$ cat src/rtl/uart_rxaf_pkg.sv
package uart_rxaf_pkg;

  localparam int DATA_W  = 8;
  localparam int WORD_W  = 12;
  localparam int OUT_W   = WORD_W + 1;

  localparam int B_BRK   = 8;
  localparam int B_FRM   = 9;
  localparam int B_OVR   = 10;
  localparam int B_ERR   = 11;
  localparam int B_RDY   = 12;

  // Builds the stored word from a receive event.
  function automatic logic [WORD_W-1:0] make_word(
    input logic [DATA_W-1:0] data,
    input logic              brk,
    input logic              frm,
    input logic              last_slot
  );
    logic [WORD_W-1:0] w;
    w = '0;
    w[DATA_W-1:0] = brk ? '0 : data;
    if (brk) begin
      w[B_BRK] = 1'b1;
      w[B_FRM] = 1'b1;
      w[B_ERR] = 1'b1;
    end
    if (frm) begin
      w[B_FRM] = 1'b1;
      w[B_ERR] = 1'b1;
    end
    if (last_slot) begin
      w[B_OVR] = 1'b1;
      w[B_ERR] = 1'b1;
    end
    return w;
  endfunction

  // Watermark comparison used for the ready flag.
  function automatic logic level_met(input int unsigned fill, input int unsigned trig);
    return fill >= trig;
  endfunction

  // Circular pointer advance for any depth.
  function automatic int unsigned wrap_next(input int unsigned ptr, input int unsigned depth);
    return (ptr == depth - 1) ? 0 : ptr + 1;
  endfunction

endpackage

$ cat src/rtl/rxaf_store.sv
module rxaf_store #(
  parameter int DEPTH  = 32,
  parameter int WORD_W = 12,
  parameter int CNT_W  = 6
) (
  input  logic              clk,
  input  logic              rst,
  input  logic              wr_en,
  input  logic [WORD_W-1:0] wr_word,
  input  logic              rd_en,
  output logic [WORD_W-1:0] rd_word,
  output logic [CNT_W-1:0]  count_o
);
  import uart_rxaf_pkg::*;

  localparam int PTR_W = (DEPTH > 1) ? $clog2(DEPTH) : 1;

  logic [WORD_W-1:0] mem [DEPTH];
  logic [PTR_W-1:0]  wr_ptr, rd_ptr;
  logic [CNT_W-1:0]  count_q;

  always_ff @(posedge clk) begin
    if (wr_en) mem[wr_ptr] <= wr_word;
  end

  always_ff @(posedge clk) begin
    if (rst) begin
      wr_ptr  <= '0;
      rd_ptr  <= '0;
      count_q <= '0;
    end else begin
      if (wr_en) wr_ptr <= PTR_W'(wrap_next(int'(wr_ptr), DEPTH));
      if (rd_en) rd_ptr <= PTR_W'(wrap_next(int'(rd_ptr), DEPTH));
      case ({wr_en, rd_en})
        2'b10:   count_q <= count_q + 1'b1;
        2'b01:   count_q <= count_q - 1'b1;
        default: count_q <= count_q;
      endcase
    end
  end

  assign rd_word = mem[rd_ptr];
  assign count_o = count_q;

  assert_count_bound_R3: assert property (@(posedge clk) disable iff (rst)
    count_q <= CNT_W'(DEPTH));

  assert_no_overflow_R3: assert property (@(posedge clk) disable iff (rst)
    (count_q == CNT_W'(DEPTH)) |-> !wr_en);

  assert_no_underflow_R7: assert property (@(posedge clk) disable iff (rst)
    (count_q == '0) |-> !rd_en);

endmodule

$ cat src/rtl/rxaf_status.sv
module rxaf_status #(
  parameter int CNT_W  = 6,
  parameter int TRIG_W = 6
) (
  input  logic              clk,
  input  logic              rst,
  input  logic              push_seen,
  input  logic              push_dropped,
  input  logic              brk_seen,
  input  logic              pop_valid,
  input  logic [CNT_W-1:0]  cnt_next,
  input  logic [TRIG_W-1:0] trig,
  output logic              rx_ready,
  output logic              data_ready,
  output logic              empty,
  output logic              overrun_err,
  output logic              break_det
);
  import uart_rxaf_pkg::*;

  logic update_ev;
  assign update_ev = push_seen || pop_valid;

  always_ff @(posedge clk) begin
    if (rst) begin
      rx_ready    <= 1'b0;
      data_ready  <= 1'b0;
      empty       <= 1'b1;
      overrun_err <= 1'b0;
      break_det   <= 1'b0;
    end else begin
      if (update_ev) begin
        rx_ready   <= level_met(int'(cnt_next), int'(trig));
        empty      <= (cnt_next == '0);
        data_ready <= (cnt_next != '0);
      end
      if (push_dropped) overrun_err <= 1'b1;
      if (brk_seen)     break_det   <= 1'b1;
    end
  end

  assert_empty_vs_ready_R6: assert property (@(posedge clk) disable iff (rst)
    empty != data_ready);

  assert_overrun_sticky_R3: assert property (@(posedge clk) disable iff (rst)
    overrun_err |=> overrun_err);

  assert_break_sticky_R8: assert property (@(posedge clk) disable iff (rst)
    break_det |=> break_det);

  assert_flags_hold_R7: assert property (@(posedge clk) disable iff (rst)
    !update_ev |=> ($stable(rx_ready) && $stable(empty)));

endmodule

$ cat src/rtl/rxaf_age.sv
module rxaf_age #(
  parameter int TICKS_PER_CHAR = 16,
  parameter int AGE_CHARS      = 8
) (
  input  logic clk,
  input  logic rst,
  input  logic restart,
  input  logic run_ok,
  input  logic tick,
  input  logic clear_flag,
  output logic fire,
  output logic age_flag
);
  localparam int TW = $clog2(TICKS_PER_CHAR) + 1;
  localparam int CW = $clog2(AGE_CHARS) + 1;

  logic          armed;
  logic [TW-1:0] tick_cnt;
  logic [CW-1:0] char_cnt;
  logic          char_end;

  assign char_end = tick && (tick_cnt == TW'(TICKS_PER_CHAR - 1));
  assign fire = armed && run_ok && !restart && char_end &&
                (char_cnt == CW'(AGE_CHARS - 1));

  always_ff @(posedge clk) begin
    if (rst) begin
      armed    <= 1'b0;
      tick_cnt <= '0;
      char_cnt <= '0;
    end else if (restart) begin
      armed    <= 1'b1;
      tick_cnt <= '0;
      char_cnt <= '0;
    end else if (!run_ok) begin
      armed    <= 1'b0;
      tick_cnt <= '0;
      char_cnt <= '0;
    end else if (armed && tick) begin
      if (char_end) begin
        tick_cnt <= '0;
        if (char_cnt == CW'(AGE_CHARS - 1)) begin
          armed    <= 1'b0;
          char_cnt <= '0;
        end else begin
          char_cnt <= char_cnt + 1'b1;
        end
      end else begin
        tick_cnt <= tick_cnt + 1'b1;
      end
    end
  end

  always_ff @(posedge clk) begin
    if (rst)             age_flag <= 1'b0;
    else if (clear_flag) age_flag <= 1'b0;
    else if (fire)       age_flag <= 1'b1;
  end

  assert_restart_blocks_age_R10: assert property (@(posedge clk) disable iff (rst)
    (restart && !age_flag) |=> !age_flag);

  assert_stopped_no_rise_R10: assert property (@(posedge clk) disable iff (rst)
    (!run_ok && !age_flag) |=> !age_flag);

  assert_clear_on_pop_R11: assert property (@(posedge clk) disable iff (rst)
    clear_flag |=> !age_flag);

endmodule

$ cat src/rtl/uart_rx_age_fifo.sv
module uart_rx_age_fifo #(
  parameter int DEPTH          = 32,
  parameter int TRIG_W         = 6,
  parameter int TICKS_PER_CHAR = 16,
  parameter int AGE_CHARS      = 8,
  localparam int CNT_W         = $clog2(DEPTH + 1)
) (
  input  logic                         clk,
  input  logic                         rst,
  input  logic                         rx_en_i,
  input  logic [TRIG_W-1:0]            trig_lvl_i,
  input  logic                         char_tick_i,
  input  logic                         push_i,
  input  logic [7:0]                   push_data_i,
  input  logic                         push_brk_i,
  input  logic                         push_frm_i,
  input  logic                         pop_i,
  output logic [12:0]                  pop_word_o,
  output logic                         rx_ready_o,
  output logic                         data_ready_o,
  output logic                         empty_o,
  output logic                         overrun_err_o,
  output logic                         break_det_o,
  output logic                         age_flag_o,
  output logic [CNT_W-1:0]             free_cnt_o
);
  import uart_rxaf_pkg::*;

  logic [CNT_W-1:0]  count_w;
  logic [CNT_W-1:0]  cnt_next_w;
  logic              full_w;
  logic              push_acc_w;
  logic              push_drop_w;
  logic              pop_valid_w;
  logic              last_slot_w;
  logic [WORD_W-1:0] wr_word_w;
  logic [WORD_W-1:0] rd_word_w;
  logic              age_fire_w;
  logic              age_run_w;

  assign full_w      = (count_w == CNT_W'(DEPTH));
  assign last_slot_w = (count_w == CNT_W'(DEPTH - 1));
  assign push_acc_w  = push_i && !full_w;
  assign push_drop_w = push_i && full_w;
  assign pop_valid_w = pop_i && (count_w != '0);
  assign cnt_next_w  = count_w + CNT_W'(push_acc_w) - CNT_W'(pop_valid_w);
  assign wr_word_w   = make_word(push_data_i, push_brk_i, push_frm_i, last_slot_w);
  assign age_run_w   = !empty_o && !rx_ready_o;

  rxaf_store #(.DEPTH(DEPTH), .WORD_W(WORD_W), .CNT_W(CNT_W)) u_store (
    .clk     (clk),
    .rst     (rst),
    .wr_en   (push_acc_w),
    .wr_word (wr_word_w),
    .rd_en   (pop_valid_w),
    .rd_word (rd_word_w),
    .count_o (count_w)
  );

  rxaf_status #(.CNT_W(CNT_W), .TRIG_W(TRIG_W)) u_status (
    .clk          (clk),
    .rst          (rst),
    .push_seen    (push_i),
    .push_dropped (push_drop_w),
    .brk_seen     (push_i && push_brk_i),
    .pop_valid    (pop_valid_w),
    .cnt_next     (cnt_next_w),
    .trig         (trig_lvl_i),
    .rx_ready     (rx_ready_o),
    .data_ready   (data_ready_o),
    .empty        (empty_o),
    .overrun_err  (overrun_err_o),
    .break_det    (break_det_o)
  );

  rxaf_age #(.TICKS_PER_CHAR(TICKS_PER_CHAR), .AGE_CHARS(AGE_CHARS)) u_age (
    .clk        (clk),
    .rst        (rst),
    .restart    (push_i || pop_valid_w),
    .run_ok     (age_run_w),
    .tick       (char_tick_i),
    .clear_flag (pop_valid_w),
    .fire       (age_fire_w),
    .age_flag   (age_flag_o)
  );

  always_ff @(posedge clk) begin
    if (rst) begin
      pop_word_o <= '0;
    end else if (pop_i) begin
      pop_word_o <= pop_valid_w ? {1'b1, rd_word_w} : '0;
    end
  end

  assign free_cnt_o = rx_en_i ? (CNT_W'(DEPTH) - count_w) : '0;

  assert_empty_pop_zero_R7: assert property (@(posedge clk) disable iff (rst)
    (pop_i && empty_o) |=> (pop_word_o == '0));

  assert_full_drop_R3: assert property (@(posedge clk) disable iff (rst)
    (push_i && (count_w == CNT_W'(DEPTH))) |=> overrun_err_o);

  assert_valid_pop_ready_bit_R2: assert property (@(posedge clk) disable iff (rst)
    (pop_i && data_ready_o) |=> pop_word_o[B_RDY]);

  assert_age_fire_waiting_R10: assert property (@(posedge clk) disable iff (rst)
    age_fire_w |=> (age_flag_o && $past(count_w) != '0));

endmodule

$ cat config.mk
export PLATFORM = sky130hd
export DESIGN_NAME = uart_rx_age_fifo
export DESIGN_NICKNAME = d
export VERILOG_FILES = /design/src/rtl/uart_rxaf_pkg.sv /design/src/rtl/rxaf_store.sv /design/src/rtl/rxaf_status.sv /design/src/rtl/rxaf_age.sv /design/src/rtl/uart_rx_age_fifo.sv
export SDC_FILE = /design/constraint.sdc
export NUM_CORES = 1
export LEC_CHECK = 0
export BUFFER_PORTS_ARGS = -buffer_cell sky130_fd_sc_hd__buf_2
export CAP_MARGIN = 20
export CORE_AREA = 2 2 238 240
export CTS_BUF_LIST = sky130_fd_sc_hd__clkbuf_8
export DETAILED_ROUTE_END_ITERATION = 6
export DIE_AREA = 0 0 240 242
export GPL_TIMING_DRIVEN = 0
export SLEW_MARGIN = 40
export SYNTH_ARGS = -nofsm -noshare
export SYNTH_HDL_FRONTEND = slang
export SYNTH_SLANG_ARGS = --single-unit
$ cat constraint.sdc
create_clock -name clk -period 3.07 [get_ports clk]
set_input_delay 0 -clock clk [delete_from_list [all_inputs] [get_ports clk]]
set_output_delay 0 -clock clk [all_outputs]
set_load 0.01 [all_outputs]
======== Word-level counts from Yosys, hierarchy flattened ========
Memories as Yosys holds them, arrays and structs flattened. A register that Yosys moved wholly into a read port is not among the register bits.
Index checks and enable logic that the tools add are counted.
storage, ports and cells
  word-level logic and storage cells ...... 82
  memories kept ........................... 1
  bits in registers ....................... 45
  output and inout port bits .............. 25
  memory bits (writable) .................. 384
  input bits .............................. 22
cells by class
  equal/unequal tests ..................... 11
  reduce and logical (&&, ||, !) cells .... 24
  multiplexer cells ....................... 22
  bitwise operators ....................... 1
  add/subtract/negate cells ............... 9
  $lt $le $gt $ge ......................... 1
memories
  name         words  width  rd ports  clocked after Yosys merged registers in  write ports  RTL line          RTL
  u_store.mem  32     12     1         1                                        1            rxaf_store.sv:18  logic [WORD_W-1:0] mem [DEPTH];
operators with widths
  cell                                                                    count
  5-bit 2-to-1 mux                                                        5
  5-bit by 1-bit adder with 5-bit output (second input constant)          3
  13-bit 2-to-1 mux                                                       1
  6-bit one-hot mux with 2 select lines                                   1
  6-bit nonzero test                                                      2
  1-bit logical AND                                                       11
  5-bit equality test (second input constant)                             2
  1-bit 2-to-1 mux                                                        10
  3-bit by 2-bit != test with 1-bit output (second input constant)        3
  8-bit 2-to-1 mux                                                        1
  6-bit by 1-bit adder with 6-bit output                                  1
  6-bit by 1-bit adder with 6-bit output (second input constant)          1
  6-bit by 5-bit equality test with 1-bit output (second input constant)  1
  6-bit equality test (second input constant)                             1
  6-bit >= comparator                                                     1
  6-bit logical NOT                                                       1
  6-bit 2-to-1 mux                                                        1
  6-bit by 1-bit subtractor with 6-bit output                             1
  6-bit by 1-bit subtractor with 6-bit output (second input constant)     1
  6-bit subtractor (first input constant)                                 1
  5-bit by 4-bit equality test with 1-bit output (second input constant)  1
  4-bit by 1-bit adder with 4-bit output (second input constant)          1
  4-bit by 3-bit equality test with 1-bit output (second input constant)  1
  1-bit logical NOT                                                       4
  11 further kinds                                                        12

======== Longest topological paths before layout ========
  depth after elaboration ................. 7
  depth in mapped cells ................... 16
  mapped depth without buffers ............ 16

======== By module ========
From an unflattened synthesis, not the netlist that was laid out.
second synthesis, totals
  cell total of the unflattened synthesis .. 1062
  area total of the unflattened synthesis .. 17795.8 sq um
modules (own cells, without submodules)
  module            cells an instance  area an instance (sq um)  seq. area each (sq um)  times used
  rxaf_store        852                15976.6                   11951.5                 1
  uart_rx_age_fifo  114                984.7                     260.2                   1
  rxaf_age          58                 523.0                     220.2                   1
  rxaf_status       38                 311.5                     100.1                   1

======== Worst setup path before layout ========
No wires, ideal clock.
  kind .................................... flip-flop to flip-flop
  start point ............................. reg u_store.count_q[1] (netlist: u_store.count_o[1])
  end point ............................... reg u_status.rx_ready
  slack ................................... -0.091 ns
  data required time ...................... 2.950 ns
  period minus slack after synthesis ...... 3.161 ns
  arrival ................................. 3.042 ns
  cell stages (with the launch flop) ...... 17
  cells stage by stage .................... dfxtp_1 > inv_1 > ha_1 > nand3_1 > nand2_1 > inv_2 > ha_1 > inv_1 > ha_1 > fa_1 > a21oi_1 > o21bai_1 > xnor2_1 > ha_1 > o21ai_0 > a21oi_1 > o31a_1
RTL lines
  element                                      RTL line                RTL
  start: declaration                           rxaf_store.sv:20        logic [CNT_W-1:0] count_q;
  start signal: assignment                     rxaf_store.sv:35        2'b10: count_q <= count_q + 1'b1;
  start signal: assignment                     rxaf_store.sv:36        2'b01: count_q <= count_q - 1'b1;
  start signal: assignment                     rxaf_store.sv:37        default: count_q <= count_q;
  6-bit nonzero test (*)                       uart_rx_age_fifo.sv:45  assign pop_valid_w = pop_i && (count_w != '0);
  1-bit logical AND (*)                        uart_rx_age_fifo.sv:45
  via pop_valid_w                              uart_rx_age_fifo.sv:34  logic pop_valid_w;
  6-bit by 1-bit subtractor with 6-bit output  uart_rx_age_fifo.sv:46  assign cnt_next_w = count_w + CNT_W'(push_acc_w) - CNT_W'(pop_valid_w);
  6-bit >= comparator                          uart_rxaf_pkg.sv:41     return fill >= trig;
  end signal: assignment                       rxaf_status.sv:33       rx_ready <= level_met(int'(cnt_next), int'(trig));
  end: declaration                             rxaf_status.sv:13       output logic rx_ready,
The timed path passes the listed nets; every way through them passes the cells marked *.
A chain may end at the register's enable or synchronous reset.

==> impl_metrics.env <==
export IMPL_fin_setup_tns_ns=0
export IMPL_syn_area_um2=17600
export IMPL_hold_depth=6
export IMPL_critPathLaunchType="flop"
export IMPL_grt_ovfl_total=0
export IMPL_final_nets=1241
export IMPL_io_buffers=44
export IMPL_r2r_cells=8
export IMPL_ios=47
export IMPL_cts_htree_levels=3
export IMPL_root_buffer="clkbuf_8"
export IMPL_power_density_nw_per_um2=767
export IMPL_vias_per_cell=4.88
export IMPL_period_minus_slack_ns=2.97
export IMPL_seqPwrFrac=0.426
export IMPL_skew_ns=0.0448
export IMPL_clkSinkCount=434
export IMPL_design_area_um2=20900
export IMPL_yosys_register_bits=434
export IMPL_synth_top_cells_by_count="384 x edfxtp_1, 77 x nor2_1, 69 x mux4_2"
export IMPL_rsz0062_at_grt="yes"
export IMPL_start_util=0.316
export IMPL_cts_buffers=70
export IMPL_synth_top_area_frac=0.655
export IMPL_gp_congestion=0.825
export IMPL_num_rows=87
export IMPL_synth_fp_nets=1085
export IMPL_setup_viol=0
export IMPL_outcome="finished, final reports clean"
export IMPL_clk_pin_slew_worst_paths_ns=0.07
export IMPL_drt_initial_drc_count=787
export IMPL_dpl_cell_area_um2=19100
export IMPL_antenna_found_initial=2
export IMPL_path_cells="buf_2, buf_2, buf_2, buf_2, mux2i_1, o22ai_1, a2111oi_0, a21oi_1"
export IMPL_layout_drive_gt1_share=0.280
export IMPL_dr_pass1_iters=5
export IMPL_crit_type="flop to flop"
export IMPL_area_delta_synth_final_pct=18.6
export IMPL_slew_viol_final=0
export IMPL_switching_share=0.302
export IMPL_setup_slack_ns=0.100
export IMPL_yosysTopAreaCell="edfxtp_1"
export IMPL_maxCapViolations=0
export IMPL_netlist_top_cells_area="edfxtp_1 65%, mux4_2 8.8%, dfxtp_1 5.7%"
export IMPL_wl_mm=42.4
export IMPL_fp_dieArea_um2=58100
export IMPL_hold_path_class="input port to flop"
export IMPL_cp_end_kind="flop"
export IMPL_clockPowerShare=0.298
export IMPL_drc=0
export IMPL_slew_limit_headroom=0.348
export IMPL_ys_warn_count=0
export IMPL_die_x_um=240
export IMPL_syn_area_per_cell_um2=17.2
export IMPL_syn_inst=1026
export IMPL_cp_arrival_ns=3.46
export IMPL_synthArstFlopShare=0
export IMPL_finalHoldViolCount=0
export IMPL_cts_buffer_depth=3
export IMPL_fin_crit_sh=0.967
export IMPL_max_freq_mhz=337
export IMPL_cp_slowest_cell="a2111oi_0"
export IMPL_synth_edff_count=384
export IMPL_vias=9722
export IMPL_combPwrFrac=0.276
export IMPL_hold_start="trig_lvl_i[2]"
export IMPL_intPower_mw=11.2
export IMPL_insertion_delay_ns=0.64
export IMPL_track_usage=0.147
export IMPL_grt_max_degree=43
export IMPL_die_h_um=242
export IMPL_grt_first_pass_wirelength_mm=62.9
export IMPL_cpMostUsedCell="buf_2"
export IMPL_ys_seq_area_frac=0.712
export IMPL_cp_required_ns=3.56
export IMPL_cp_max_fo=10
export IMPL_antenna_left=0
export IMPL_cts_tree="yes"
export IMPL_place_ws_ns=-0.481
export IMPL_dp_hpwl_mm=27.2
export IMPL_yosysMostFrequentCell="edfxtp_1"
export IMPL_ys_flop_type="edfxtp_1"
export IMPL_p_leak_nw=6.74
export IMPL_grt_pass1_vias=9958
export IMPL_synth_distinct_cells=53
export IMPL_p_sw_mw=4.83
export IMPL_tightestPinTransition_ns=0.953
export IMPL_ir_worst_vdd_v=0.000324
export IMPL_core_area_um2=55700
export IMPL_critical_path_max_stage_delay_ns=0.86
export IMPL_wire_per_inst_um=21.3
==> per-layer routing <==
metal	GRT usage	part of all wire	routed length, um	vias up
li1	-	-	-	4358
met1	0.184	0.41	17400	5015
met2	0.248	0.50	21100	269
met3	0.0289	0.055	2340	78
met4	0.0645	0.036	1510	2
met5	0	0.00024	10	-
==> worst max-delay path: cells and delay by family (launching register included) <==
family                 cells  cell delay, ns
DFF                        1            0.30
muxes                      1            0.23
buffers and inverters      4            1.23
AOI/OAI and AO/OA          3            1.08
==> path summary, 6_finish.rpt <==
check | end | slack [ns]
min reg2reg | pop_word_o[9] | 0.44
max | pop_word_o[11] | 0.10
min | u_status.rx_ready | 0.06
max reg2reg | pop_word_o[11] | 0.10
==> power groups by stage <==
stage          combinational, mW  sequential (mW)  clock (mW)
2_1_floorplan               2.86             6.89           0
3_3_place_gp                3.95             6.92           0
3_5_place_dp                4.04             6.92           0
4_1_cts                     4.15             6.81        4.89
5_1_grt                     4.86             6.84        5.15
6_report                    4.42             6.82        4.78
==> sequential cells by signal (all words and copies together) (netlist names), named ones only <==
name	count
u_age.age_flag	1
u_status.data_ready	1
pop_word_o	13
u_store.wr_ptr	5
u_age.tick_cnt	5
u_store.count_o	6
u_status.overrun_err	1
u_status.empty	1
u_status.rx_ready	1
u_age.char_cnt	4
u_age.armed	1
u_status.break_det	1
u_store.mem	384
u_store.rd_ptr	5
==> per-stage QoR <==
stage          power, mW  utilization  hold WS, ns  instances
2_1_floorplan       9.75            -       0.0989       1026
4_1_cts             15.9        0.370       0.0196       1977
3_3_place_gp        10.9        0.337        0.311       1826
5_1_grt             16.9        0.375        0.128       1992
6_report            16.0        0.375       0.0614       1992
3_5_place_dp        11.0        0.342        0.335       1834
==> layout make-up <==
cell class,count,area [um2]
diodes,1,2.50
plain buffers,45,210
clock buffers,70,963
clock inverters,55,357
fillers,5252,34900
inverters,25,116
multi-input cells,522,5080
flip-flops and latches,434,12600
well taps,756,946
repair buffers,84,648
==> layout by cell type (no fill, tap or decap), types with 9 or more instances in the layout <==
cell,n
edfxtp_1,384
clkbuf_8,70
mux4_2,69
buf_2,63
mux2i_1,55
inv_1,45
nor2_1,44
dfxtp_1,44
nand2_1,41
a21oi_1,40
ha_1,30
mux2_2,25
nor2_2,21
buf_4,19
clkbuf_1,17
dlygate4sd3_1,16
o22ai_1,12
xnor2_1,12
nor2_4,12
nor3_1,10
a221o_1,10
nor2b_1,10
clkinv_1,10
nand3_1,9
a2111oi_0,9
==> cell families (layout without fill, tap and decap cells) <==
logic type,count (synthesis),in the layout,share of synthesized area
buffers and inverters,70,279,0.0172
flip-flops,434,434,0.712
multiplexers,152,152,0.137
AND/OR/NAND/NOR,203,203,0.0551
AO/OA/AOI/OAI,112,112,0.0424
other,0,1,0
XOR/XNOR,18,18,0.00895
adder cells (fa/ha/maj),37,37,0.0271
==> what timing repair did <==
| action | 4_1_cts | 5_1_grt |
|---|---|---|
| hold buffers | 16 | 0 |
| gates resized for setup | 22 | 23 |
| buffers inserted | 2 | 14 |
| setup endpoints to repair | 339 | 3 |
| pin swaps | 3 | 9 |
| endpoints found under the hold margin | 279 | 0 |
Power figures use the tool's default switching activity.
